===== config.mk =====
export PLATFORM = sky130hd
export DESIGN_NAME = selfstart_ring_ctr
export DESIGN_NICKNAME = d
export VERILOG_FILES = /design/src/rtl/ring6_pkg.sv /design/src/rtl/ring6_rst_sync.sv /design/src/rtl/ring6_next.sv /design/src/rtl/ring6_force.sv /design/src/rtl/ring6_bank.sv /design/src/rtl/selfstart_ring_ctr.sv
export SDC_FILE = /design/constraint.sdc
export NUM_CORES = 1
export LEC_CHECK = 0
export ABC_AREA = 1
export BUFFER_PORTS_ARGS = -buffer_cell sky130_fd_sc_hd__buf_2
export CAP_MARGIN = 20
export CORE_AREA = 2 2 39 41
export DETAILED_ROUTE_END_ITERATION = 10
export DIE_AREA = 0 0 41 43
export PLACE_DENSITY = 0.36
export SYNTH_ARGS = -nofsm -noshare
export SYNTH_HDL_FRONTEND = slang
export SYNTH_SLANG_ARGS = --single-unit

===== constraint.sdc =====
create_clock -name clk -period 0.8 [get_ports clk]
set_input_delay 0.16 -clock clk [delete_from_list [all_inputs] [get_ports clk]]
set_output_delay 0.16 -clock clk [all_outputs]
set_load 0.01 [all_outputs]

===== src/rtl/ring6_pkg.sv =====
`timescale 1ns/1ps
package ring6_pkg;
  localparam int RING_BITS  = 3;
  localparam int SYNC_DEPTH = 2;
  localparam int MSB        = RING_BITS - 1;

  typedef logic [RING_BITS-1:0] ring_state_t;

  // Membership of the six-state loop 0,1,3,7,6,4.
  function automatic logic in_loop(input ring_state_t s);
    return (s != ring_state_t'(2)) && (s != ring_state_t'(5));
  endfunction
endpackage


===== src/rtl/ring6_rst_sync.sv =====
`timescale 1ns/1ps
module ring6_rst_sync #(
  parameter int STAGES = 2
) (
  input  logic clk,
  input  logic rst_n,
  output logic rst_sync_n
);
  localparam int TOP = STAGES - 1;

  logic [STAGES-1:0] pipe_q;
  logic [STAGES-1:0] pipe_d;

  always_comb begin
    pipe_d = {pipe_q[STAGES-2:0], 1'b1};
  end

  always_ff @(posedge clk or negedge rst_n) begin
    if (!rst_n) begin
      pipe_q <= '0;
    end else begin
      pipe_q <= pipe_d;
    end
  end

  assign rst_sync_n = pipe_q[TOP];
endmodule


===== src/rtl/ring6_next.sv =====
`timescale 1ns/1ps
module ring6_next
  import ring6_pkg::*;
#(
  parameter bit CORRECTED = 1'b1
) (
  input  ring_state_t cur,
  output ring_state_t nxt
);
  logic top_d;

  generate
    if (CORRECTED) begin : g_fixed
      // Top flop only rises when the middle flop is high and one neighbour agrees.
      assign top_d = (cur[0] & cur[1]) | (cur[1] & cur[MSB]);
    end else begin : g_plain
      assign top_d = cur[1];
    end
  endgenerate

  always_comb begin
    nxt      = '0;
    nxt[0]   = ~cur[MSB];
    nxt[1]   = cur[0];
    nxt[MSB] = top_d;
  end
endmodule


===== src/rtl/ring6_force.sv =====
`timescale 1ns/1ps
module ring6_force
  import ring6_pkg::*;
(
  input  logic        clr,
  input  ring_state_t set_i,
  input  ring_state_t nxt,
  output ring_state_t d
);
  generate
    for (genvar k = 0; k < RING_BITS; k++) begin : g_bit
      assign d[k] = clr ? 1'b0 : (set_i[k] | nxt[k]);
    end
  endgenerate
endmodule


===== src/rtl/ring6_bank.sv =====
`timescale 1ns/1ps
module ring6_bank
  import ring6_pkg::*;
(
  input  logic        clk,
  input  logic        rst_n,
  input  ring_state_t d,
  output ring_state_t q
);
  always_ff @(posedge clk or negedge rst_n) begin
    if (!rst_n) begin
      q <= '0;
    end else begin
      q <= d;
    end
  end
endmodule


===== src/rtl/selfstart_ring_ctr.sv =====
`timescale 1ns/1ps
module selfstart_ring_ctr
  import ring6_pkg::*;
#(
  parameter bit CORRECTED = 1'b1
) (
  input  logic       clk,
  input  logic       rst_n,
  input  logic       clr,
  input  logic [2:0] set_i,
  output logic [2:0] state_o
);
  logic        rst_sync_n;
  ring_state_t cur_q;
  ring_state_t step_d;
  ring_state_t load_d;

  ring6_rst_sync #(.STAGES(SYNC_DEPTH)) u_rst (
    .clk        (clk),
    .rst_n      (rst_n),
    .rst_sync_n (rst_sync_n)
  );

  ring6_next #(.CORRECTED(CORRECTED)) u_next (
    .cur (cur_q),
    .nxt (step_d)
  );

  ring6_force u_force (
    .clr   (clr),
    .set_i (set_i),
    .nxt   (step_d),
    .d     (load_d)
  );

  ring6_bank u_bank (
    .clk   (clk),
    .rst_n (rst_sync_n),
    .d     (load_d),
    .q     (cur_q)
  );

  assign state_o = cur_q;
endmodule


# --- Yosys cells after proc, flatten, opt, wreduce, memory -nomap -nowiden ---
# Index checks and enable logic that the tools add are counted.
word_totals:
  ff_bits: 5
  latchBits: 0
  mem_bits_rw: 0
  mem_bits_ro: 0
  in_bits: 6
  out_inout_bits: 3
  elab_cells: 12
  memories: 0
op_classes:
  addsub: 0
  multipliers: 0
  div_mod_pow: 0
  magnitude_cmp: 0
  n_eq_ne: 0
  shifts: 0
  muxes: 3
  bitwise: 7
  reduce_logical: 0
ops:
  columns: ["op", "count"]
  rows:
  - ["bitwise OR 1 bit", 4]
  - ["2-to-1 mux 1 bit", 3]
  - ["AND 1 bit", 2]
  - ["NOT 1 bit", 1]

# --- Logic depth before layout (Yosys ltp) ---
# Gate-level depths: netlist of the first run.
logic_depth:
  ltp_word: 4
  depth_mapped: 4

# --- Cells and area by module ---
# A second synthesis of the first run with hierarchy kept.
hier_totals:
  hier_cells: 18
  hier_area_um2: 181.4
modules_own_cells:
  columns: ["mod", "n_inst", "cells_per_inst", "area_each_um2", "seq_area_each_um2"]
  rows:
  - ["ring6_bank", 1, 3, 75.1, 75.1]
  - ["ring6_rst_sync", 1, 3, 53.8, 50.0]
  - ["ring6_next", 1, 6, 30.0, 0.0]
  - ["ring6_force", 1, 6, 22.5, 0.0]

# --- Worst setup path before layout of the first run ---
# No wires, ideal clock.
synth_path:
  path_type: "register to register"
  startpoint: "register u_bank.q[0]"
  endpoint: "register u_bank.q[2]"
  setup_ps: 113
  arrival_ps: 618
  path_slack_ps: 69
  stages_incl_launch_ff: 5
  n_path_buf: 0
  period_less_slack_ps: 731
  path_cell_list: "dfrtp_1 > nand2_1 > nand3_1 > nand2_1 > inv_1"
synth_between:
  elab_chain_cells: 4
synth_lines:
  columns: ["item", "line", "source"]
  rows:
  - ["start: declaration", "ring6_bank.sv:8", "output ring_state_t q"]
  - ["start signal: assignment", "ring6_bank.sv:12", "q <= '0;"]
  - ["start signal: assignment", "ring6_bank.sv:14", "q <= d;"]
  - ["AND 1 bit", "ring6_next.sv:15", "assign top_d = (cur[0] & cur[1]) | (cur[1] & cur[MSB]);"]
  - ["bitwise OR 1 bit", "ring6_next.sv:15", null]
  - ["bitwise OR 1 bit", "ring6_force.sv:12", "assign d[k] = clr ? 1'b0 : (set_i[k] | nxt[k]);"]
  - ["2-to-1 mux 1 bit", "ring6_force.sv:12", null]
  - ["via load_d[2]", "selfstart_ring_ctr.sv:16", "ring_state_t load_d;"]
# The timed path passes the listed nets, and every way through them passes these cells.

# --- Final worst setup path of the first run ---
layout_path:
  startpoint: "register u_bank.q[0]"
  endpoint: "output state_o[0]"
layout_rtl:
  columns: ["item", "line", "source"]
  rows:
  - ["end: declaration", "selfstart_ring_ctr.sv:11", "output logic [2:0] state_o"]
# No word-level cell between the ends.

==> results.md, run 1 <==
- Die area: 1760 sq um
- DRT iter0 DRCs: 0
- Crit path max-delay family: flip-flops
- Crit end category: output pin
- CTS Root Cell: clkbuf_4
- Crit path cell chain: buf_2
- Max Slew Vio Count: 0
- Min-delay worst type: reg2async
- Post-Syn Area: 173 sq um
- CTS clock-pin slew for the worst setup and hold paths: 0.04 ns
- Die width: 41 microns
- Commonest cells after routing, fill and taps aside: buf_2, dfrtp_1, inv_1, nand2_1, clkbuf_4
- Hold_ws: 0.0341 ns
- Antenna violations before repair: 0
- Later-pin clock latency in the skew report: 0.24 ns
- Highest clock rate: 1080 MHz
- Routed Antenna Nets: 0
- Via density: 3.04
- CP required: 0.64 ns
- CTS buffer count: 3
- Critical path class: reg2out
- Post-DR wirelength/cell: 7.06 microns
- Fin nets: 38
- H-tree Lvls: 1
- Outcome: finished with violations
- Share of layout cells above drive strength 1: 38.7%
- Row cnt: 14
- GP Congestion: 0.502
- I/O Buffers: 8
- Leak: 0.160 nW
- Routed Wire Length: 332 microns
- Worst EP arrival: 0.77 ns
- Initial Utilization: 12.5%
- Layout Skew: 0.00240 ns
- CTS tree: built
- DR pass1 iterations: 1
- CP Launch Type: flip-flop
- CP Max Fanout: 3
- CTS Buffer Depth: 2
- Max cap viols: 0
- Routed vias: 143
- Synth cell types: 7
- Largest net degree at the start of global routing: 4
- IR drop worst, VDD: 806 uV
- First-pass GRT wire length: 503 microns
- Clock period minus worst slack: 0.930 ns
- Fin. Hold Viols: 0
- FF+latch count, synth: 5
- GRT Total Usage: 5.06%
- Cell total after placement: 41
- Fin crit share: 116%
- Synthesis-to-finish area growth: 65.9%
- Ant. Diodes: 0
- PwrDens: 2200 nW/um^2
- Unrepaired setup endpoints after global routing: yes
- Slowest CP cell: dfrtp_1
- Final core occ: 20.7%
- # clock sinks: 5
- Worst stage delay on the critical path: 0.39 ns
- Buf/Inv on CP: 1
- Drt drc: 0
- Final Worst Setup Slack: -0.130 ns
- Vias in the first global route: 132
- Failing checks: setup timing
- Die Ht: 43 microns
- Synth Net Count: 23
- Total gr overflow: 0
- Syn avg cell area: 10.2 sq um
- Sequential element share of the synthesized area: 72.5%
- Filler cells: 154
- Commonest non-fill, non-tap cell in the layout: buf_2
- Core Footprint: 1380 sq um
- Final setup fails: 4
- Finished Layout Cells: 47
- Yosys warnings: 0
- Mapped Cells: 17
- I/O pins: 9
[repair_timing]
item                                   CTS  global route
endpoints found under the hold margin    2             0
setup buffers                            1             0
pin swaps                                0             1
resized for setup                        0             2
hold buffers                             1             0
setup endpoints to repair                3             4
[per-layer routing]
layer | share of wire, % | GRT usage (%)
met1 | 43 | 4.93
met4 | 0 | 2.00
met2 | 35 | 6.25
met5 | 0 | 0
met3 | 21 | 6.28
[final cells by class]
| type | count | area [sq um] | area share [%] |
|---|---|---|---|
| inverters | 4 | 15.0 | 5.24 |
| clock buffers | 4 | 26.3 | 9.17 |
| flip-flops and latches | 5 | 125 | 43.7 |
| repair buffers | 10 | 67.6 | 23.6 |
| multi-input cells | 8 | 32.5 | 11.4 |
| well taps | 16 | 20.0 | 6.99 |
[stage by stage]
step | power [mW] | cell area, sq um | setup TNS, ns | setup WS, ns
2_1_floorplan | 0.302 | 173 | 0 | 0.0691
3_3_place_gp | 0.329 | 233 | 0 | 0.0966
3_5_place_dp | 0.331 | 233 | 0 | 0.0793
4_1_cts | 0.642 | 277 | -0.401 | -0.139
5_1_grt | 0.680 | 287 | -0.550 | -0.162
6_report | 0.629 | 287 | -0.386 | -0.130
[path summary, 6_finish.rpt]
| kind | startpoint | slack, ns | end | cells after the start |
|---|---|---|---|---|
| worst max-delay path | u_bank.q[0] | -0.13 | state_o[0] | 1 |
| worst min-delay path | u_rst.pipe_q[1] | 0.03 | u_bank.q[1] | 0 |
| worst max register to register | u_bank.q[2] | -0.01 | u_bank.q[2] | 5 |
| worst min register to register | u_rst.pipe_q[1] | 0.03 | u_bank.q[1] | 0 |
| max in group asynchronous | rst_n | 0.47 | u_rst.pipe_q[0] | 2 |
| min in group clk | clr | 0.10 | u_bank.q[0] | 2 |
[cell usage after synthesis]
master / n / share of area [%]
dfrtp_1: 5 / 72
nand3_1: 1 / 2.9
nor2_1: 2 / 4.3
nand2_1: 3 / 6.5
conb_1: 1 / 2.2
inv_1: 4 / 8.7
a21oi_1: 1 / 2.9
[flip-flops by register name (all words and copies together), names as in the netlist]
| register | cells |
|---|---|
| u_rst.pipe_q | 2 |
| u_bank.q | 3 |
[cells by family after synthesis]
family	share of synthesized area, %
buf+inv	8.69
flops	72.5
compound gates	2.90
simple gates	13.8
other cells	2.17
[power by group]
part | switching, mW | total [mW] | internal, mW
combinational | 0.0262 | 0.0623 | 0.0360
clock | 0.0978 | 0.286 | 0.188
sequential | 0.0113 | 0.281 | 0.270
total | 0.135 | 0.629 | 0.494
Power figures use the tool's default switching activity.
==> inputs of run 2 (changes only) <==
- SETUP_SLACK_MARGIN: unset -> 0.4
- SKIP_LAST_GASP: unset -> 1
==> run 2 against run 1 <==
Net effect: the flow still finishes with violations (setup timing); routed wire length increased by 4.8%; sequential power about the same; sequential share of layout area decreased by 1.1 points; combinational power increased by 11%; clock skew increased by 0.00092 ns; register-to-register slack got worse by 0.04 ns; global-route usage increased by 0.21 points; critical path depth unchanged.
==> results.md, run 2 (synthesis gave the netlist of run 1 again) <==
- Largest net degree at the start of global routing: 4 (unchanged)
- CTS clock-pin slew for the worst setup and hold paths: 0.04 ns (about the same)
- Leak: 0.164 nW (+2.5%)
- Synthesis-to-finish area growth: 70.3%
- Largest registers: u_bank.q x3, u_rst.pipe_q x2
- Clock period minus worst slack: 0.915 ns (-0.0153 ns)
- I/O pins: 9 (unchanged)
- CTS buffer count: 3 (unchanged)
- GRT Total Usage: 5.26% (+0.21 points)
- Routed Antenna Nets: 0 (unchanged)
- Hold_ws: 0.0366 ns (+0.00249 ns)
- Max FFs per register: 3 (unchanged)
- Outcome: finished with violations
- Antenna violations before repair: 0 (unchanged)
- Finished Layout Cells: 48 (+2.1%)
- Final Worst Setup Slack: -0.115 ns (+0.0153 ns)
- CP Launch Type: flip-flop
- Crit path max-delay family: flip-flops
- Total gr overflow: 0 (unchanged)
- # clock sinks: 5 (unchanged)
- CTS tree: built
- Later-pin clock latency in the skew report: 0.24 ns (about the same)
- I/O Buffers: 8 (unchanged)
- Max Slew Vio Count: 0 (unchanged)
- Max cap viols: 0 (unchanged)
- Share of layout cells above drive strength 1: 43.8% (+5.0 points)
- Die area: 1760 sq um (unchanged)
- Buf/Inv on CP: 1 (unchanged)
- PwrDens: 2150 nW/um^2 (-2.4%)
- Worst stage delay on the critical path: 0.38 ns (about the same)
- IR drop worst, VDD: 1090 uV (+35%)
- Fin crit share: 114% (-1.9 points)
- Crit path depth: 1 (unchanged)
- Critical path class: reg2out
- CTS Buffer Depth: 2 (unchanged)
- Fin. Hold Viols: 0 (unchanged)
- Commonest non-fill, non-tap cell in the layout: buf_2
- GP Congestion: 0.503 (+0.28%)
- Post-DR wirelength/cell: 7.25 microns (+2.6%)
- Largest register by flop count: u_bank.q
- Row cnt: 14 (unchanged)
- Highest clock rate: 1090 MHz (+1.7%)
- Drt drc: 0 (unchanged)
- Commonest cells after routing, fill and taps aside: buf_2, dfrtp_1, inv_1, nand2_1, clkbuf_4
- Failing checks: setup timing
- Via density: 3.27 (+7.5%)
- Slowest CP cell: dfrtp_1
- Die Ht: 43 microns (unchanged)
- CTS Root Cell: clkbuf_4
- DRT iter0 DRCs: 4 (+4)
- Fin nets: 39 (+2.6%)
- Worst EP arrival: 0.75 ns (-0.02 ns)
- Initial Utilization: 12.5% (unchanged)
- Crit end category: output pin
- Final setup fails: 4 (unchanged)
- Vias in the first global route: 150 (+14%)
- Routed Wire Length: 348 microns (+4.8%)
- Die width: 41 microns (unchanged)
- Core Footprint: 1380 sq um (unchanged)
- Layout Skew: 0.00333 ns (+0.000925 ns)
- CP Max Fanout: 3 (unchanged)
- Ant. Diodes: 0 (unchanged)
- Hpwl dp: 247 microns
- H-tree Lvls: 1 (unchanged)
- Unrepaired setup endpoints after global routing: yes
- CP required: 0.64 ns (about the same)
- First-pass GRT wire length: 558 microns (+11%)
- Min-delay worst type: reg2async
- Cell total after placement: 41 (unchanged)
- Pre-CTS setup slack: 0.0891 ns (+0.00981 ns)
- DR pass1 iterations: 2 (+1)
- Crit path cell chain: buf_2
- Routed vias: 157 (+9.8%)
- Register-to-Register Path Depth: 5 (unchanged)
run 2: worst paths after layout:
check	from	endpoint	slack, ns
max	u_bank.q[0]	state_o[0]	-0.11
min	u_rst.pipe_q[1]	u_bank.q[1]	0.04
min in group clk	clr	u_bank.q[0]	0.10
max in group asynchronous	rst_n	u_rst.pipe_q[1]	0.47
min reg2reg	u_rst.pipe_q[1]	u_bank.q[1]	0.04
max reg2reg	u_bank.q[1]	u_bank.q[2]	-0.05
run 2: timing repair:
| item | 4_1_cts | 5_1_grt |
|---|---|---|
| gates resized for setup | 1 | 1 |
| hold buffers | 1 | 0 |
| setup buffers | 2 | 0 |
| hold endpoints to repair | 2 | 0 |
| setup endpoints to repair | 7 | 7 |
run 2: cell type report:
class,count,area (sq um)
fillers,152,1090
flip-flops and latches,5,125
repair buffers,11,71.3
multi-input cells,8,36.3
clock buffers,4,26.3
well taps,16,20.0
inverters,4,15.0
run 2: layer usage:
metal	global-route usage, %	up-vias	routed length (microns)
li1	-	77	-
met1	4.62	68	144
met2	7.19	12	135
met3	6.28	0	68
met4	2.00	0	0
met5	0	-	0
run 2: through the flow:
step           cell area [sq um]  setup TNS, ns  power [mW]  utilization, %
3_3_place_gp                 233              0       0.329            16.8
3_5_place_dp                 233              0       0.331            16.8
5_1_grt                      294         -0.576       0.689            21.2
6_report                     294         -0.385       0.631            21.2
4_1_cts                      288         -0.375       0.639            20.8
2_1_floorplan                173              0       0.302               -
run 2: power breakdown:
group          switching [mW]  internal, mW  total [mW]
Sequential             0.0101         0.270       0.280
Clock                  0.0939         0.188       0.282
Combinational          0.0301        0.0388      0.0689
Total                   0.134         0.497       0.631
==> inputs of run 3 (changes only) <==
- ABC_CLOCK_PERIOD_IN_PS: unset -> 800
- BUFFER_PORTS_ARGS: -buffer_cell sky130_fd_sc_hd__buf_2 -> -buffer_cell sky130_fd_sc_hd__buf_4
- GPL_TIMING_DRIVEN: unset -> 0
==> run 3 against run 2 <==
Net effect: the flow still finishes with violations (setup timing); register-to-register slack about the same; maximum frequency fell by 0.86%; sequential share of layout area is 4.7 points lower; critical path depth did not move; power grew 3.3%; clock-buffer cell count stayed put; clock skew decreased by 0.0026 ns; via count shrank 4.5%; utilization up 2.6 points; critical path type unchanged; critical endpoint unchanged.
==> results.md, run 3 (synthesis gave the netlist of run 1 again) <==
- Outcome: finished with violations
- Failing checks: setup timing
- Slowest CP cell: dfrtp_1
- Commonest cells after routing, fill and taps aside: buf_4, dfrtp_1, inv_1, buf_6
- Total gr overflow: 0 (unchanged)
- Vias in the first global route: 148 (-1.3%)
- DR pass1 iterations: 1 (-1)
- Die width: 41 microns (unchanged)
- I/O Buffers: 8 (unchanged)
- Crit end category: output pin
- Die area: 1760 sq um (unchanged)
- CP Launch Type: flip-flop
- Die Ht: 43 microns (unchanged)
- Via density: 3.13 (-4.5%)
- First-pass GRT wire length: 558 microns (unchanged)
- CP Max Fanout: 2 (-1)
- Clock period minus worst slack: 0.923 ns (+0.00790 ns)
- Row cnt: 14 (unchanged)
- Share of layout cells above drive strength 1: 46.9% (+3.1 points)
- Unrepaired setup endpoints after global routing: yes
- Critical path class: reg2out
- GP Congestion: 0.488 (-3.0%)
- CP required: 0.64 ns (about the same)
- CTS Buffer Depth: 2 (unchanged)
- Synthesis-to-finish area growth: 91.3%
- Routed Antenna Nets: 0 (unchanged)
- Later-pin clock latency in the skew report: 0.23 ns (about the same)
- Crit path cell chain: buf_6
- CTS tree: built
- # clock sinks: 5 (unchanged)
- Fin nets: 39 (unchanged)
- Fin crit share: 115% (+0.99 points)
- Hpwl dp: 238 microns (-3.6%)
- CTS Root Cell: clkbuf_4
- Placed Area: 253 sq um (+8.6%)
- Highest clock rate: 1080 MHz (-0.86%)
- Commonest non-fill, non-tap cell in the layout: buf_4
- Largest registers: u_bank.q x3, u_rst.pipe_q x2
- Max FFs per register: 3 (unchanged)
- Hold_ws: 0.0380 ns (+0.00139 ns)
- Routed vias: 150 (-4.5%)
- Worst reg2reg startpoint: u_bank.q[2]
- Fin. Hold Viols: 0 (unchanged)
- Crit path max-delay family: flip-flops
- Worst stage delay on the critical path: 0.40 ns (+0.02 ns)
- Largest register by flop count: u_bank.q
- DRT iter0 DRCs: 0 (-4)
- CTS buffer count: 3 (unchanged)
- Final setup fails: 4 (unchanged)
- H-tree Lvls: 1 (unchanged)
- Total negative slack: -0.408 ns (-0.0232 ns)
- Post-DR wirelength/cell: 7.33 microns (+1.1%)
- Final Cell Area: 330 sq um (+12%)
- Largest net degree at the start of global routing: 4 (unchanged)
- GRT Total Usage: 5.06% (-0.20 points)
- Antenna violations before repair: 0 (unchanged)
- IR drop worst, VDD: 658 uV (-40%)
- Worst EP arrival: 0.76 ns (about the same)
- Max Slew Vio Count: 0 (unchanged)
- Final Worst Setup Slack: -0.123 ns (-0.00790 ns)
- Core Footprint: 1380 sq um (unchanged)
- PwrDens: 1970 nW/um^2 (-8.0%)
- Leak: 0.174 nW (+5.9%)
- Critical path startpoint: u_bank.q[0]
- Layout Skew: 0.000694 ns (-0.00264 ns)
- Buf/Inv on CP: 1 (unchanged)
- Min-delay worst type: reg2async
- Ant. Diodes: 0 (unchanged)
- Max cap viols: 0 (unchanged)
- Initial Utilization: 12.5% (unchanged)
- I/O pins: 9 (unchanged)
- CTS clock-pin slew for the worst setup and hold paths: 0.04 ns (about the same)
- Drt drc: 0 (unchanged)
- Routed Wire Length: 352 microns (+1.1%)
run 3: repair_timing:
item | in CTS | in global routing
resized for setup | 3 | 4
endpoints found under the setup margin | 7 | 7
setup buffers | 2 | 0
pin swaps | 0 | 2
hold buffers | 1 | 0
endpoints found under the hold margin | 2 | 0
run 3: layer usage:
layer | wire length [microns] | part of all wire [%] | GRT usage (%)
met1 | 165 | 47 | 4.95
met2 | 147 | 42 | 7.19
met3 | 39 | 11 | 4.71
met5 | 0 | 0 | 0
met4 | 0 | 0 | 2.00
run 3: path summary, 6_finish.rpt:
kind | endpoint | slack, ns | cells after the start
worst max-delay path | state_o[0] | -0.12 | 1
worst min-delay path | u_bank.q[2] | 0.04 | 0
worst max register to register | u_bank.q[2] | -0.06 | 5
worst min register to register | u_bank.q[2] | 0.04 | 0
max in group asynchronous | u_rst.pipe_q[1] | 0.47 | 2
min in group clk | u_bank.q[0] | 0.09 | 2
run 3: worst register-to-register path, stage by stage (launching register included):
cell     delay, ns
dfrtp_1       0.39
buf_4         0.14
nand2_1       0.05
nand3_1       0.07
nand2_1       0.07
inv_1         0.04
run 3: stage by stage:
stage | utilization [%] | cells | setup WS, ns | power [mW]
after detailed placement | 18.3 | 41 | 0.0787 | 0.344
after global placement | 18.3 | 41 | 0.0891 | 0.343
after floorplan | - | 17 | 0.0694 | 0.302
after global routing | 23.9 | 48 | -0.156 | 0.689
final | 23.9 | 48 | -0.123 | 0.652
after CTS | 22.8 | 48 | -0.127 | 0.655
run 3: layout make-up:
type	instances	area, sq um
multi-input combinational	8	43.8
inverter	4	15.0
timing repair buffer	11	100
fill	152	1050
sequential	5	125
clock buffer	4	26.3
tap	16	20.0
run 3: report_power, final:
group          switching [mW]  internal [mW]
registers              0.0128          0.270
logic                  0.0329         0.0577
clock network          0.0908          0.188
